**src/rtl/rasterPkg.sv**
```systemverilog
package rasterPkg;
  // Sequencer length and step windows (inclusive)
  localparam int SEQ_LEN   = 8;
  localparam int XEN_LAST  = 3;
  localparam int RAS_FIRST = 1;
  localparam int RAS_LAST  = 6;
  localparam int COL_FIRST = 3;
  localparam int CAS_FIRST = 4;
  localparam int CAS_LAST  = 5;
  localparam int WE_FIRST  = 2;
  localparam int WE_LAST   = 5;

  typedef enum logic {OWN_CPU = 1'b0, OWN_VID = 1'b1} memOwner_t;

  typedef struct packed {
    logic rasN;
    logic casUpN;
    logic casLoN;
    logic xferEnN;
    logic weN;
    logic colPhase;
    logic srcVideo;
    logic latchCpu;
    logic latchLine;
    logic blankNow;
  } memStrobes_t;
endpackage

```
**src/rtl/rasterTiming.sv**
```systemverilog
module rasterTiming #(
  parameter int H_ACTIVE    = 512,
  parameter int H_TOTAL     = 768,
  parameter int V_ACTIVE    = 256,
  parameter int V_TOTAL     = 320,
  parameter int VSYNC_GAP   = 32,
  parameter int VSYNC_LINES = 2,
  parameter int HSYNC_START = 32,
  parameter int HSYNC_WIDTH = 64,
  parameter int LINE_W      = $clog2(V_ACTIVE)
) (
  input  logic              clk,
  input  logic              rstN,
  output logic              hBlank,
  output logic              vBlank,
  output logic              hSync,
  output logic              vSync,
  output logic              lineEnd,
  output logic [LINE_W-1:0] nextLine
);
  localparam int HW = $clog2(H_TOTAL);
  localparam int VW = $clog2(V_TOTAL);
  localparam logic [HW-1:0] H_LAST   = HW'(H_TOTAL - 1);
  localparam logic [HW-1:0] H_ACT    = HW'(H_ACTIVE);
  localparam logic [HW-1:0] H_ENDACT = HW'(H_ACTIVE - 1);
  localparam logic [VW-1:0] V_LAST   = VW'(V_TOTAL - 1);
  localparam logic [VW-1:0] V_ACT    = VW'(V_ACTIVE);
  localparam logic [VW-1:0] V_ENDACT = VW'(V_ACTIVE - 1);
  localparam logic [HW:0]   HS_ON    = (HW+1)'(H_ACTIVE + HSYNC_START);
  localparam logic [HW:0]   HS_OFF   = (HW+1)'(H_ACTIVE + HSYNC_START + HSYNC_WIDTH);
  localparam logic [VW:0]   VS_ON    = (VW+1)'(V_ACTIVE + VSYNC_GAP);
  localparam logic [VW:0]   VS_OFF   = (VW+1)'(V_ACTIVE + VSYNC_GAP + VSYNC_LINES);

  logic [HW-1:0] hCount;
  logic [VW-1:0] vCount;

  always_ff @(posedge clk or negedge rstN) begin
    if (!rstN) begin
      hCount <= '0;
      vCount <= '0;
    end else if (hCount == H_LAST) begin
      hCount <= '0;
      vCount <= (vCount == V_LAST) ? '0 : vCount + 1'b1;
    end else begin
      hCount <= hCount + 1'b1;
    end
  end

  always_comb begin
    hBlank   = hCount >= H_ACT;
    vBlank   = vCount >= V_ACT;
    hSync    = ({1'b0, hCount} >= HS_ON) && ({1'b0, hCount} < HS_OFF);
    vSync    = ({1'b0, vCount} >= VS_ON) && ({1'b0, vCount} < VS_OFF);
    lineEnd  = (hCount == H_ENDACT) && !vBlank;
    nextLine = (vCount == V_ENDACT) ? '0 : LINE_W'(vCount + 1'b1);
  end

  a_r1_line_wrap: assert property (@(posedge clk) disable iff (!rstN)
    (hCount == H_LAST) |=> (hCount == '0));
  a_r2_hsync_in_blank: assert property (@(posedge clk) disable iff (!rstN)
    hSync |-> hBlank);
  a_r4_vsync_in_blank: assert property (@(posedge clk) disable iff (!rstN)
    vSync |-> vBlank);
endmodule

```
**src/rtl/rasterCtrl.sv**
```systemverilog
module rasterCtrl
  import rasterPkg::*;
(
  input  logic        clk,
  input  logic        rstN,
  input  logic        lineEnd,
  input  logic        blankIn,
  input  logic        cpuReq,
  input  logic        cpuWe,
  input  logic        cpuUds,
  input  logic        cpuLds,
  output memStrobes_t stb,
  output logic        xferReq,
  output logic        cpuAck
);
  localparam int CW = $clog2(2 * SEQ_LEN + 3);

  logic [SEQ_LEN-1:0] stepSr;
  memOwner_t          owner;
  logic               pend, capWe, capUds, capLds;
  logic               busy, vidWants, grantVid, grantCpu, isVid;

  function automatic logic inRange(input logic [SEQ_LEN-1:0] sr, input int lo, input int hi);
    logic r;
    r = 1'b0;
    for (int i = 0; i < SEQ_LEN; i++)
      if (i >= lo && i <= hi) r = r | sr[i];
    return r;
  endfunction

  always_comb begin
    busy     = |stepSr;
    vidWants = lineEnd | pend;
    grantVid = !busy && vidWants;
    grantCpu = !busy && !vidWants && cpuReq;
    isVid    = (owner == OWN_VID);
  end

  always_ff @(posedge clk or negedge rstN) begin
    if (!rstN) begin
      stepSr <= '0;
      owner  <= OWN_VID;
      pend   <= 1'b0;
      capWe  <= 1'b0;
      capUds <= 1'b0;
      capLds <= 1'b0;
    end else begin
      if (grantVid || grantCpu) stepSr <= SEQ_LEN'(1);
      else                      stepSr <= stepSr << 1;
      if (grantVid) owner <= OWN_VID;
      if (grantCpu) begin
        owner  <= OWN_CPU;
        capWe  <= cpuWe;
        capUds <= cpuUds;
        capLds <= cpuLds;
      end
      pend <= (pend | lineEnd) & !grantVid;
    end
  end

  logic casOn;
  always_comb begin
    casOn         = inRange(stepSr, CAS_FIRST, CAS_LAST);
    stb.rasN      = !inRange(stepSr, RAS_FIRST, RAS_LAST);
    stb.colPhase  = inRange(stepSr, COL_FIRST, RAS_LAST);
    stb.casUpN    = !(casOn && (isVid || capUds));
    stb.casLoN    = !(casOn && (isVid || capLds));
    stb.xferEnN   = !(isVid && inRange(stepSr, 0, XEN_LAST));
    stb.weN       = !(!isVid && capWe && inRange(stepSr, WE_FIRST, WE_LAST));
    stb.srcVideo  = isVid;
    stb.latchCpu  = grantCpu;
    stb.latchLine = lineEnd;
    stb.blankNow  = blankIn;
    xferReq       = vidWants;
    cpuAck        = !isVid && stepSr[SEQ_LEN-1];
  end

  // Run-length counters for the waiting bounds
  logic [CW-1:0] cpuRun, reqRun;
  always_ff @(posedge clk or negedge rstN) begin
    if (!rstN) begin
      cpuRun <= '0;
      reqRun <= '0;
    end else begin
      cpuRun <= (cpuReq && !cpuAck) ? cpuRun + 1'b1 : '0;
      reqRun <= xferReq ? reqRun + 1'b1 : '0;
    end
  end

  a_r10_one_step: assert property (@(posedge clk) disable iff (!rstN)
    $onehot0(stepSr));
  a_r9_ack_single: assert property (@(posedge clk) disable iff (!rstN)
    cpuAck |=> !cpuAck);
  a_r9_ack_after_ras: assert property (@(posedge clk) disable iff (!rstN)
    cpuAck |-> (stb.rasN && $past(!stb.rasN)));
  a_r11_video_wins_tie: assert property (@(posedge clk) disable iff (!rstN)
    (!busy && lineEnd && cpuReq) |=> (!stb.xferEnN && stb.rasN));
  a_r11_cpu_wait: assert property (@(posedge clk) disable iff (!rstN)
    cpuReq |-> (cpuRun <= CW'(2 * SEQ_LEN + 1)));
  a_r12_xfer_wait: assert property (@(posedge clk) disable iff (!rstN)
    xferReq |-> (reqRun < CW'(SEQ_LEN + 1)));
endmodule

```
**src/rtl/rasterData.sv**
```systemverilog
module rasterData
  import rasterPkg::*;
#(
  parameter int ROW_W  = 8,
  parameter int PIX_W  = 8,
  parameter int LINE_W = 8
) (
  input  logic               clk,
  input  logic               rstN,
  input  memStrobes_t        stb,
  input  logic [2*ROW_W-1:0] cpuAddr,
  input  logic [LINE_W-1:0]  nextLine,
  input  logic [PIX_W-1:0]   pixIn,
  output logic [ROW_W-1:0]   dramAddr,
  output logic [LINE_W-1:0]  lineAddr,
  output logic [PIX_W-1:0]   pixOut,
  output logic               rasN,
  output logic               casUpN,
  output logic               casLoN,
  output logic               xferEnN,
  output logic               weN
);
  logic [2*ROW_W-1:0] cpuAddrReg;
  logic [LINE_W-1:0]  lineReg;
  logic [PIX_W-1:0]   pixReg;

  always_ff @(posedge clk or negedge rstN) begin
    if (!rstN) begin
      cpuAddrReg <= '0;
      lineReg    <= '0;
      pixReg     <= '0;
    end else begin
      if (stb.latchCpu)  cpuAddrReg <= cpuAddr;
      if (stb.latchLine) lineReg    <= nextLine;
      pixReg <= stb.blankNow ? '0 : pixIn;
    end
  end

  always_comb begin
    if (stb.srcVideo)
      dramAddr = stb.colPhase ? '0 : ROW_W'(lineReg);
    else
      dramAddr = stb.colPhase ? cpuAddrReg[ROW_W-1:0] : cpuAddrReg[2*ROW_W-1:ROW_W];
    lineAddr = lineReg;
    pixOut   = pixReg;
    rasN     = stb.rasN;
    casUpN   = stb.casUpN;
    casLoN   = stb.casLoN;
    xferEnN  = stb.xferEnN;
    weN      = stb.weN;
  end

  a_r5_black_level: assert property (@(posedge clk) disable iff (!rstN)
    stb.blankNow |=> (pixOut == '0));
  a_r6_line_held: assert property (@(posedge clk) disable iff (!rstN)
    !stb.latchLine |=> $stable(lineAddr));
endmodule

```
**src/rtl/rasterXferArb.sv**
```systemverilog
module rasterXferArb
  import rasterPkg::*;
#(
  parameter int H_ACTIVE    = 512,
  parameter int H_TOTAL     = 768,
  parameter int V_ACTIVE    = 256,
  parameter int V_TOTAL     = 320,
  parameter int VSYNC_GAP   = 32,
  parameter int VSYNC_LINES = 2,
  parameter int HSYNC_START = 32,
  parameter int HSYNC_WIDTH = 64,
  parameter int ROW_W       = 8,
  parameter int PIX_W       = 8
) (
  input  logic                         clk,
  input  logic                         rstN,
  input  logic                         cpuReq,
  input  logic                         cpuWe,
  input  logic                         cpuUds,
  input  logic                         cpuLds,
  input  logic [2*ROW_W-1:0]           cpuAddr,
  input  logic [PIX_W-1:0]             pixIn,
  output logic                         hBlank,
  output logic                         vBlank,
  output logic                         hSync,
  output logic                         vSync,
  output logic [$clog2(V_ACTIVE)-1:0]  lineAddr,
  output logic                         xferReq,
  output logic [ROW_W-1:0]             dramAddr,
  output logic                         rasN,
  output logic                         casUpN,
  output logic                         casLoN,
  output logic                         xferEnN,
  output logic                         weN,
  output logic                         cpuAck,
  output logic [PIX_W-1:0]             pixOut
);
  localparam int LINE_W = $clog2(V_ACTIVE);

  logic              lineEnd;
  logic [LINE_W-1:0] nextLine;
  memStrobes_t       stb;

  rasterTiming #(
    .H_ACTIVE(H_ACTIVE), .H_TOTAL(H_TOTAL), .V_ACTIVE(V_ACTIVE), .V_TOTAL(V_TOTAL),
    .VSYNC_GAP(VSYNC_GAP), .VSYNC_LINES(VSYNC_LINES),
    .HSYNC_START(HSYNC_START), .HSYNC_WIDTH(HSYNC_WIDTH), .LINE_W(LINE_W)
  ) u_timing (
    .clk(clk), .rstN(rstN), .hBlank(hBlank), .vBlank(vBlank), .hSync(hSync),
    .vSync(vSync), .lineEnd(lineEnd), .nextLine(nextLine)
  );

  rasterCtrl u_ctrl (
    .clk(clk), .rstN(rstN), .lineEnd(lineEnd), .blankIn(hBlank | vBlank),
    .cpuReq(cpuReq), .cpuWe(cpuWe), .cpuUds(cpuUds), .cpuLds(cpuLds),
    .stb(stb), .xferReq(xferReq), .cpuAck(cpuAck)
  );

  rasterData #(.ROW_W(ROW_W), .PIX_W(PIX_W), .LINE_W(LINE_W)) u_data (
    .clk(clk), .rstN(rstN), .stb(stb), .cpuAddr(cpuAddr), .nextLine(nextLine),
    .pixIn(pixIn), .dramAddr(dramAddr), .lineAddr(lineAddr), .pixOut(pixOut),
    .rasN(rasN), .casUpN(casUpN), .casLoN(casLoN), .xferEnN(xferEnN), .weN(weN)
  );
endmodule

```
**config.mk**
```make
export PLATFORM = sky130hd
export DESIGN_NAME = rasterXferArb
export DESIGN_NICKNAME = d
export VERILOG_FILES = /design/src/rtl/rasterPkg.sv /design/src/rtl/rasterTiming.sv /design/src/rtl/rasterCtrl.sv /design/src/rtl/rasterData.sv /design/src/rtl/rasterXferArb.sv
export SDC_FILE = /design/constraint.sdc
export NUM_CORES = 1
export LEC_CHECK = 0
export ABC_AREA = 1
export CAP_MARGIN = 10
export CORE_AREA = 10 10 112 114
export DETAILED_ROUTE_END_ITERATION = 6
export DIE_AREA = 0 0 122 124
export SYNTH_ARGS = -nofsm -noshare
export SYNTH_HDL_FRONTEND = slang
export SYNTH_SLANG_ARGS = --single-unit
```
**constraint.sdc**
```tcl
create_clock -name clk -period 2.45 [get_ports clk]
set_input_delay 0.49 -clock clk [delete_from_list [all_inputs] [get_ports clk]]
set_output_delay 0.49 -clock clk [all_outputs]
set_load 0.05 [all_outputs]
```
==> flow_metrics.env, run 1 <==
export IMPL_avgSynthCellArea_um2=8.40
export IMPL_crit_path_end_kind="output port"
export IMPL_yosysTopAreaCell="dfrtp_1"
export IMPL_post_route_period_util_pct=95.2
export IMPL_tns_ps=0
export IMPL_power_frac_clock_pct=17.8
export IMPL_first_iter_violations=206
export IMPL_post_route_drc_count=0
export IMPL_setup_viol=0
export IMPL_grt_max_degree=39
export IMPL_rr_endpoint="u_data.cpuAddrReg[10]"
export IMPL_r2r_start="u_timing.hCount[0]"
export IMPL_syn_inst=360
export IMPL_reg2reg_setup_slack_ps=560
export IMPL_cts_buffers=9
export IMPL_pwr_share_seq_pct=28.9
export IMPL_ys_async_sr_fraction_pct=100
export IMPL_clock_latency_ps=350
export IMPL_combPwrFrac_pct=53.3
export IMPL_required_ps=1960
export IMPL_synth_top_area_share_pct=52.2
export IMPL_die_x_um=122
export IMPL_io_buffers=64
export IMPL_power_switching_mw=2.09
export IMPL_p_leak_nw=1.93
export IMPL_cts_buffer_depth=2
export IMPL_h_tree_depth=3
export IMPL_dieArea_um2=15100
export IMPL_synth_seq_cells=64
export IMPL_powerDensity_nw_per_um2=1180
export IMPL_final_hold_viol_count=0
export IMPL_start_util_pct=29.5
export IMPL_grt_pass1_vias=2548
export IMPL_gr_total_overflow=0
export IMPL_synth_area_leaders="dfrtp_1 (52%), nand2_1 (11%), inv_1 (5.1%)"
export IMPL_holdBufCountCts=0
export IMPL_slew_headroom_pct=63.6
export IMPL_rsz0062_at_grt="no"
export IMPL_core_um2=10200
export IMPL_worstPathArrival_ps=1840
export IMPL_place_hpwl_um=5910
export IMPL_synth_area_um2=3020
export IMPL_path_clk_slew_ps=70
export IMPL_r2r_cells=9
export IMPL_synthToLayoutAreaGrowth_pct=35.0
export IMPL_grt_pass1_wl_um=13400
export IMPL_synth_cell_types=33
export IMPL_numPlacedInstances=543
export IMPL_switching_share_pct=43.4
export IMPL_synth_most_common_cell="nand2_1"
export IMPL_maxCapViolations=0
export IMPL_synth_edff_count=0
export IMPL_numClockSinks=64
export IMPL_cts_tree="done"
export IMPL_ant_nets=0
export IMPL_via_per_inst=4.53
export IMPL_final_cells=563
export IMPL_diodes=0
export IMPL_place_congestion=0.817
export IMPL_cp_start_kind="register"
export IMPL_internal_power_mw=2.73
export IMPL_worst_pin_slew_ps=545
export IMPL_fin_nets=455
export IMPL_finalClockSkew_ps=10.9
export IMPL_fin_crit_ps=2330
export IMPL_ys_seq_area_share_pct=53.0
export IMPL_crit_type="reg2out"
export IMPL_drive_above_1_share_pct=14.3
export IMPL_placed_cell_area_um2=3850
export IMPL_dr_pass1_iters=4
export IMPL_critical_path_max_fanout=10
export IMPL_rows=37
export IMPL_pin_count=65
export IMPL_grtUsageTotal_pct=11.2
export IMPL_drv_slew=0
export IMPL_finalHoldWorstSlack_ps=153
export IMPL_status="completed"
export IMPL_synth_flop_cell="dfrtp_1"
export IMPL_synth_fp_nets=393
export IMPL_hp_class="in2async"
export IMPL_root_buffer="clkbuf_8"
export IMPL_postLayoutCoreUtil_pct=39.9
export IMPL_vias=2550
export IMPL_synth_warnings=0
export IMPL_irDropWorstVdd_mv=0.669
export IMPL_stdcell_area_um2=4080
export IMPL_fmax_mhz=429
export IMPL_grt_antenna_before_repair=0
export IMPL_wirelength_um=8210
export IMPL_chipHeight_um=124
export IMPL_wl_per_cell_um=14.6
export IMPL_synth_common_cells="nand2_1 (92), dfrtp_1 (63), inv_1 (41), nor2_1 (26)"
==> layout by cell type, fill, tap and decap left out, types with 2 or more instances in the layout <==
master / n
nand2_1: 92
dfrtp_1: 63
clkdlybuf4s50_1: 47
inv_1: 40
nor2_1: 26
nand4_1: 21
nand3_1: 20
o21ai_0: 19
o21ai_1: 16
buf_4: 13
clkbuf_8: 12
buf_12: 10
nor2_4: 4
inv_2: 4
xor2_1: 4
nand2_2: 3
a31oi_1: 3
clkinvlp_4: 3
o21ai_2: 3
ha_1: 3
nor4_2: 2
clkbuf_1: 2
dlymetal6s2s_1: 2
==> registers in the layout (all words and copies together) (netlist names), 8 cells and up <==
name,cells
u_data.cpuAddrReg,16
u_data.pixOut,8
u_timing.hCount,10
u_timing.vCount,9
u_ctrl.stepSr,8
u_data.lineAddr,8
==> layer usage <==
layer	vias up	part of all wire (%)	global-route usage, %	wire length [um]
met4	0	1.2	3.65	95
met1	1218	46	14.6	3780
met5	-	0	0	0
met3	9	5.7	3.85	466
li1	1267	-	-	-
met2	56	47	16.9	3870
==> power groups by stage <==
stage	Clock (mW)	Sequential [mW]	Combinational, mW
3_3_place_gp	0	1.40	2.49
6_report	0.856	1.39	2.57
5_1_grt	0.926	1.42	2.77
2_1_floorplan	0	1.39	1.46
4_1_cts	0.878	1.39	2.59
3_5_place_dp	0	1.40	2.52
==> critical path: stages (launching register included) <==
cell and delay, ps:
dfrtp_1 410, nor2_4 160, nand3b_1 100, buf_4 180, o21ai_0 200, inv_1 60
o21ai_0 90, nand2_1 120, buf_12 160
==> cell families (layout without fill, tap and decap cells) <==
kind of cell	count (synthesis)	after routing	synth area share, %
AND/OR/NAND/NOR	175	175	26.5
AO/OA/AOI/OAI	44	44	7.99
flip-flops	64	64	53.0
XOR/XNOR	5	5	1.45
adder cells (fa/ha/maj)	3	3	1.24
buffers and inverters	69	136	9.81
==> worst max path at each step <==
stage | start | to | slack, ps | cells after the start
6_report | u_ctrl.stepSr[5] | dramAddr[3] | 120 | 8
5_1_grt | u_ctrl.stepSr[5] | dramAddr[4] | 6 | 8
4_1_cts | u_ctrl.stepSr[5] | casLoN | 7 | 4
3_5_place_dp | u_ctrl.stepSr[5] | dramAddr[3] | 270 | 6
3_3_place_gp | u_ctrl.stepSr[5] | dramAddr[4] | 370 | 6
2_1_floorplan | u_timing.vCount[4] | vSync | 80 | 3
==> what timing repair did <==
item,4_1_cts,5_1_grt
cloned,1,0
endpoints found under the hold margin,0,0
setup endpoints to repair,8,7
gates resized for setup,2,5
pin swaps,1,1
setup buffers,1,2
==> cell type report <==
| type | count | area, um^2 |
|---|---|---|
| clock buffers | 14 | 173 |
| well taps | 136 | 170 |
| clock inverters | 2 | 12.5 |
| repair buffers | 73 | 798 |
| multi-input cells | 227 | 1140 |
| fillers | 1045 | 6150 |
| flip-flops and latches | 64 | 1600 |
| inverters | 46 | 176 |
| repair inverters | 1 | 7.51 |
==> per-stage QoR <==
stage	power [mW]	setup WS, ps
floorplan	2.85	79.8
global placement	3.88	374
detailed placement	3.92	268
CTS	4.85	6.68
global route	5.11	6.17
finish	4.81	117
(Power assumes the default switching activity.)
==> run 2: changes to the inputs <==
==> constraint.sdc (replaced) <==
create_clock -name clk -period 2.45 [get_ports clk]
set_input_delay 0.49 -clock clk [delete_from_list [all_inputs] [get_ports clk]]
set_output_delay 0.49 -clock clk [all_outputs]
set_load 0.1 [all_outputs]
==> run 2 against run 1 <==
Compared with the run above: utilization up 0.32 points; register-to-register slack worse by 140 ps; sequential share of layout area down 0.22 points; clock power up 13%; hold slack worse by 89 ps; worst setup slack better by 7.5 ps; final cell count down 0.53%; clock skew down 3.7 ps; routed wire length down 2.0%; sequential power about the same; die area unchanged; flip-flop and latch count unchanged; critical path type unchanged.
==> flow_metrics.env, run 2 (synthesis results as in run 1) <==
export IMPL_status="completed"
export IMPL_first_iter_violations=219
export IMPL_die_x_um=122
export IMPL_cp_start_kind="register"
export IMPL_numClockSinks=64
export IMPL_regMostFlops="u_data.cpuAddrReg"
export IMPL_layout_common_cells="nand2_1 (92), dfrtp_1 (63), inv_1 (40), clkdlybuf4s50_1 (28)"
export IMPL_switching_share_pct=49.6
export IMPL_setup_viol=0
export IMPL_pre_cts_ws_ps=220
export IMPL_critPathBufInv=3
export IMPL_clock_latency_ps=340
export IMPL_root_buffer="clkbuf_8"
export IMPL_stdcell_area_um2=4110
export IMPL_wirelength_um=8050
export IMPL_layout_commonest_cell="nand2_1"
export IMPL_via_per_inst=4.60
export IMPL_required_ps=1960
export IMPL_p_leak_nw=1.99
export IMPL_combPwrFrac_pct=59.7
export IMPL_grt_pass1_vias=2492
export IMPL_critical_path_max_fanout=10
export IMPL_power_frac_clock_pct=16.5
export IMPL_setup_ws_ps=125
export IMPL_grt_antenna_before_repair=0
export IMPL_n_fill_cell=996
export IMPL_hp_class="in2async"
export IMPL_dieArea_um2=15100
export IMPL_placed_cell_area_um2=3870
export IMPL_cp_top_family="buffers and inverters"
export IMPL_pwr_share_seq_pct=23.8
export IMPL_crit_path_end_kind="output port"
export IMPL_finalHoldWorstSlack_ps=64.1
export IMPL_ant_nets=0
export IMPL_grt_max_degree=51
export IMPL_irDropWorstVdd_mv=0.981
export IMPL_rsz0062_at_grt="no"
export IMPL_diodes=0
export IMPL_largestRegisters="u_data.cpuAddrReg: 16 flops, u_timing.hCount: 10 flops, u_timing.vCount: 9 flops"
export IMPL_worst_pin_slew_ps=383
export IMPL_multi_input_area_um2=1150
export IMPL_critPathSlowestCell="dfrtp_1"
export IMPL_synthToLayoutAreaGrowth_pct=36.1
export IMPL_start_util_pct=29.5
export IMPL_postLayoutCoreUtil_pct=40.2
export IMPL_internal_power_mw=2.95
export IMPL_path_common_cell="o21ai_0"
export IMPL_tns_ps=0
export IMPL_place_congestion=0.843
export IMPL_worstPathArrival_ps=1840
export IMPL_fin_crit_ps=2330
export IMPL_reg2reg_setup_slack_ps=420
export IMPL_wl_per_cell_um=14.4
export IMPL_io_buffers=64
export IMPL_critPathMaxStageDelay_ps=410
export IMPL_seqCellArea_um2=1610
export IMPL_core_um2=10200
export IMPL_drv_slew=0
export IMPL_chipHeight_um=124
export IMPL_final_hold_viol_count=0
export IMPL_cts_tree="done"
export IMPL_place_hpwl_um=5950
export IMPL_cts_buffer_depth=2
export IMPL_pin_count=65
export IMPL_powerDensity_nw_per_um2=1420
export IMPL_cts_buffers=9
export IMPL_path_clk_slew_ps=70
export IMPL_drive_above_1_share_pct=19.1
export IMPL_largest_register_ffs=16
export IMPL_gr_total_overflow=0
export IMPL_h_tree_depth=3
export IMPL_path_cells="nor2_4, nand3b_1, buf_4, o21ai_0, inv_1, o21ai_0, nand2_1, buf_12"
export IMPL_fin_nets=452
export IMPL_dr_pass1_iters=4
export IMPL_finalClockSkew_ps=7.21
export IMPL_post_route_period_util_pct=94.9
export IMPL_crit_type="reg2out"
export IMPL_slew_headroom_pct=74.5
export IMPL_rows=37
export IMPL_maxCapViolations=0
export IMPL_post_route_drc_count=0
export IMPL_vias=2577
export IMPL_grt_pass1_wl_um=13200
export IMPL_power_switching_mw=2.91
export IMPL_grtUsageTotal_pct=11.1
export IMPL_fmax_mhz=430
-- run 2: worst paths after layout --
kind                               startpoint                     to  cells past startpoint
setup reg to reg           u_timing.hCount[0]  u_data.cpuAddrReg[15]                      9
min in group clk             u_ctrl.stepSr[0]       u_ctrl.stepSr[1]                      0
hold / removal                           rstN   u_data.cpuAddrReg[2]                      1
setup / recovery             u_ctrl.stepSr[5]            dramAddr[0]                      8
hold reg to reg              u_ctrl.stepSr[0]       u_ctrl.stepSr[1]                      0
max in group asynchronous                rstN           u_ctrl.isVid                      2
-- run 2: layer usage --
metal	global-route usage [%]	wire length, um	vias up
met4	4.10	115	0
met1	14.1	3640	1233
met3	3.26	418	9
met5	0	0	-
li1	-	-	1271
met2	17.4	3880	64
-- run 2: cell type report --
class | count | share of cell area, %
sequential | 64 | 39.1
tap | 136 | 4.14
timing repair inverter | 1 | 0.182
clock inverter | 2 | 0.852
clock buffer | 14 | 4.44
multi-input combinational | 227 | 28.1
timing repair buffer | 70 | 19.0
inverter | 46 | 4.29
-- run 2: per-stage QoR --
step | instances | power [mW]
2_1_floorplan | 360 | 3.63
3_3_place_gp | 542 | 4.81
3_5_place_dp | 542 | 4.84
4_1_cts | 560 | 5.90
5_1_grt | 560 | 6.15
6_report | 560 | 5.85
-- run 2: repair_timing --
action,4_1_cts,5_1_grt
buffers inserted,1,0
resized for setup,2,4
cloned,1,0
hold buffers,0,0
setup endpoints to repair,8,6
pin swaps,1,0
-- run 2: power by group through the flow --
stage               combinational (mW)  sequential [mW]  clock, mW
CTS                               3.52             1.39      0.999
detailed placement                3.43             1.41          0
global route                      3.69             1.42       1.04
global placement                  3.41             1.40          0
finish                            3.49             1.39      0.968
floorplan                         2.21             1.42          0
==> run 3: changes to the inputs <==
--- a/config.mk
+++ b/config.mk
@@ -10,6 +10,7 @@
 export CORE_AREA = 10 10 112 114
 export DETAILED_ROUTE_END_ITERATION = 6
 export DIE_AREA = 0 0 122 124
+export PLACE_DENSITY_LB_ADDON = 0.3
 export SYNTH_ARGS = -nofsm -noshare
 export SYNTH_HDL_FRONTEND = slang
 export SYNTH_SLANG_ARGS = --single-unit
==> run 3 against run 2 <==
Compared with the run above: count of clock-buffer cells in the layout shrank 4; via count is 2.2% lower; critical path depth unchanged; critical path type unchanged; critical endpoint is now dramAddr[6]; largest power group unchanged.
==> flow_metrics.env, run 3 (synthesis results as in run 1) <==
export IMPL_status="completed"
export IMPL_critPathSlowestCell="dfrtp_1"
export IMPL_r2r_start="u_timing.hCount[0]"
export IMPL_rows=37
export IMPL_power_frac_clock_pct=16.2
export IMPL_cts_buffers=9
export IMPL_wirelength_um=7760
export IMPL_r2r_cells=9
export IMPL_power_switching_mw=2.92
export IMPL_dr_pass1_iters=4
export IMPL_reg2reg_setup_slack_ps=610
export IMPL_cts_tree="done"
export IMPL_vias=2521
export IMPL_setup_ws_ps=139
export IMPL_required_ps=1960
export IMPL_h_tree_depth=3
export IMPL_chipHeight_um=124
export IMPL_die_x_um=122
export IMPL_path_common_cell="o21ai_0"
export IMPL_synthToLayoutAreaGrowth_pct=35.3
export IMPL_path_clk_slew_ps=80
export IMPL_largest_register_ffs=16
export IMPL_grtUsageTotal_pct=10.7
export IMPL_crit_type="reg2out"
export IMPL_root_buffer="clkbuf_8"
export IMPL_finalClockSkew_ps=13.8
export IMPL_placed_cell_area_um2=3860
export IMPL_place_hpwl_um=5720
export IMPL_critPathMaxStageDelay_ps=410
export IMPL_dieArea_um2=15100
export IMPL_rr_endpoint="u_data.cpuAddrReg[15]"
export IMPL_drive_above_1_share_pct=19.7
export IMPL_fin_crit_ps=2310
export IMPL_maxCapViolations=0
export IMPL_drv_slew=0
export IMPL_layout_commonest_cell="nand2_1"
export IMPL_setup_viol=0
export IMPL_holdBufCountCts=0
export IMPL_worst_pin_slew_ps=420
export IMPL_largestRegisters="u_data.cpuAddrReg: 16 flops, u_timing.hCount: 10 flops, u_timing.vCount: 9 flops"
export IMPL_postLayoutCoreUtil_pct=40.0
export IMPL_rsz0062_at_grt="no"
export IMPL_wl_per_cell_um=13.8
export IMPL_crit_path_end_kind="output port"
export IMPL_first_iter_violations=171
export IMPL_fin_nets=454
export IMPL_regMostFlops="u_data.cpuAddrReg"
export IMPL_combPwrFrac_pct=59.8
export IMPL_post_route_drc_count=0
export IMPL_via_per_inst=4.49
export IMPL_post_route_period_util_pct=94.3
export IMPL_tns_ps=0
export IMPL_ant_nets=0
export IMPL_pre_cts_ws_ps=214
export IMPL_stdcell_area_um2=4090
export IMPL_pin_count=65
export IMPL_internal_power_mw=2.84
export IMPL_path_cells="nor2_4, nand3b_1, buf_4, o21ai_0, inv_1, o21ai_0, nand2_1, buf_12"
export IMPL_grt_pass1_wl_um=12900
export IMPL_critical_path_max_fanout=10
export IMPL_slew_headroom_pct=72.0
export IMPL_clock_latency_ps=350
export IMPL_start_util_pct=29.5
export IMPL_final_hold_viol_count=0
export IMPL_grt_pass1_vias=2454
export IMPL_cp_start_kind="register"
export IMPL_cts_buffer_depth=2
export IMPL_fmax_mhz=433
export IMPL_layout_common_cells="nand2_1 (92), dfrtp_1 (63), inv_1 (40), buf_4 (30), clkdlybuf4s50_1 (28)"
export IMPL_gr_total_overflow=0
export IMPL_io_buffers=64
export IMPL_pwr_share_seq_pct=24.0
export IMPL_irDropWorstVdd_mv=1.61
export IMPL_powerDensity_nw_per_um2=1410
export IMPL_grt_antenna_before_repair=0
export IMPL_numClockSinks=64
export IMPL_n_fill_cell=1019
export IMPL_place_congestion=0.799
export IMPL_worstPathArrival_ps=1820
export IMPL_hp_class="in2async"
export IMPL_grt_max_degree=34
export IMPL_p_leak_nw=1.96
export IMPL_switching_share_pct=50.6
export IMPL_diodes=0
export IMPL_core_um2=10200
run 3: how the worst max path moves through the flow:
| stage | startpoint | end | slack (ps) | depth (start not counted) |
|---|---|---|---|---|
| after floorplan | u_ctrl.isVid | casLoN | -520 | 1 |
| after global placement | u_ctrl.stepSr[5] | dramAddr[5] | 340 | 6 |
| after detailed placement | u_ctrl.stepSr[5] | dramAddr[7] | 210 | 6 |
| after CTS | u_ctrl.stepSr[5] | dramAddr[6] | 110 | 8 |
| after global routing | u_ctrl.stepSr[5] | dramAddr[6] | 10 | 8 |
| final | u_ctrl.stepSr[5] | dramAddr[6] | 140 | 8 |
run 3: area by class of cell:
| type | instances | area (um^2) | share of cell area [%] |
|---|---|---|---|
| tap | 136 | 170 | 4.16 |
| clock inverter | 6 | 68.8 | 1.68 |
| multi-input combinational | 227 | 1150 | 28.2 |
| timing repair inverter | 1 | 7.51 | 0.184 |
| clock buffer | 10 | 138 | 3.37 |
| timing repair buffer | 72 | 771 | 18.8 |
| sequential | 64 | 1600 | 39.2 |
| inverter | 46 | 176 | 4.31 |
run 3: what timing repair did:
| action | in CTS | in global routing |
|---|---|---|
| setup endpoints to repair | 8 | 4 |
| setup buffers | 1 | 0 |
| resized for setup | 2 | 3 |
| pin swaps | 1 | 0 |
| gates cloned | 1 | 0 |
run 3: power groups by stage:
| stage | combinational (mW) | sequential, mW | clock (mW) |
|---|---|---|---|
| 2_1_floorplan | 2.21 | 1.42 | 0 |
| 4_1_cts | 3.46 | 1.38 | 0.954 |
| 6_report | 3.45 | 1.38 | 0.932 |
| 5_1_grt | 3.64 | 1.41 | 1.01 |
| 3_5_place_dp | 3.38 | 1.40 | 0 |
| 3_3_place_gp | 3.36 | 1.40 | 0 |
run 3: per-layer routing:
layer	track usage, %	vias up	routed length (um)
li1	-	1278	-
met1	14.2	1182	3610
met2	15.9	49	3570
met3	3.62	12	440
met4	3.80	0	133
met5	0	-	0
run 3: stage by stage:
stage	instances	total power, mW	hold slack, ps
floorplan	360	3.63	194
global placement	544	4.76	364
detailed placement	544	4.78	362
CTS	562	5.79	166
global route	562	6.05	184
finish	562	5.76	168
run 3: critical path, delay by kind of cell (launching register included):
family | cells | cell delay [ps]
buffers and inverters | 3 | 420
DFF | 1 | 410
and+or+nand+nor | 3 | 380
AOI/OAI and AO/OA | 2 | 250
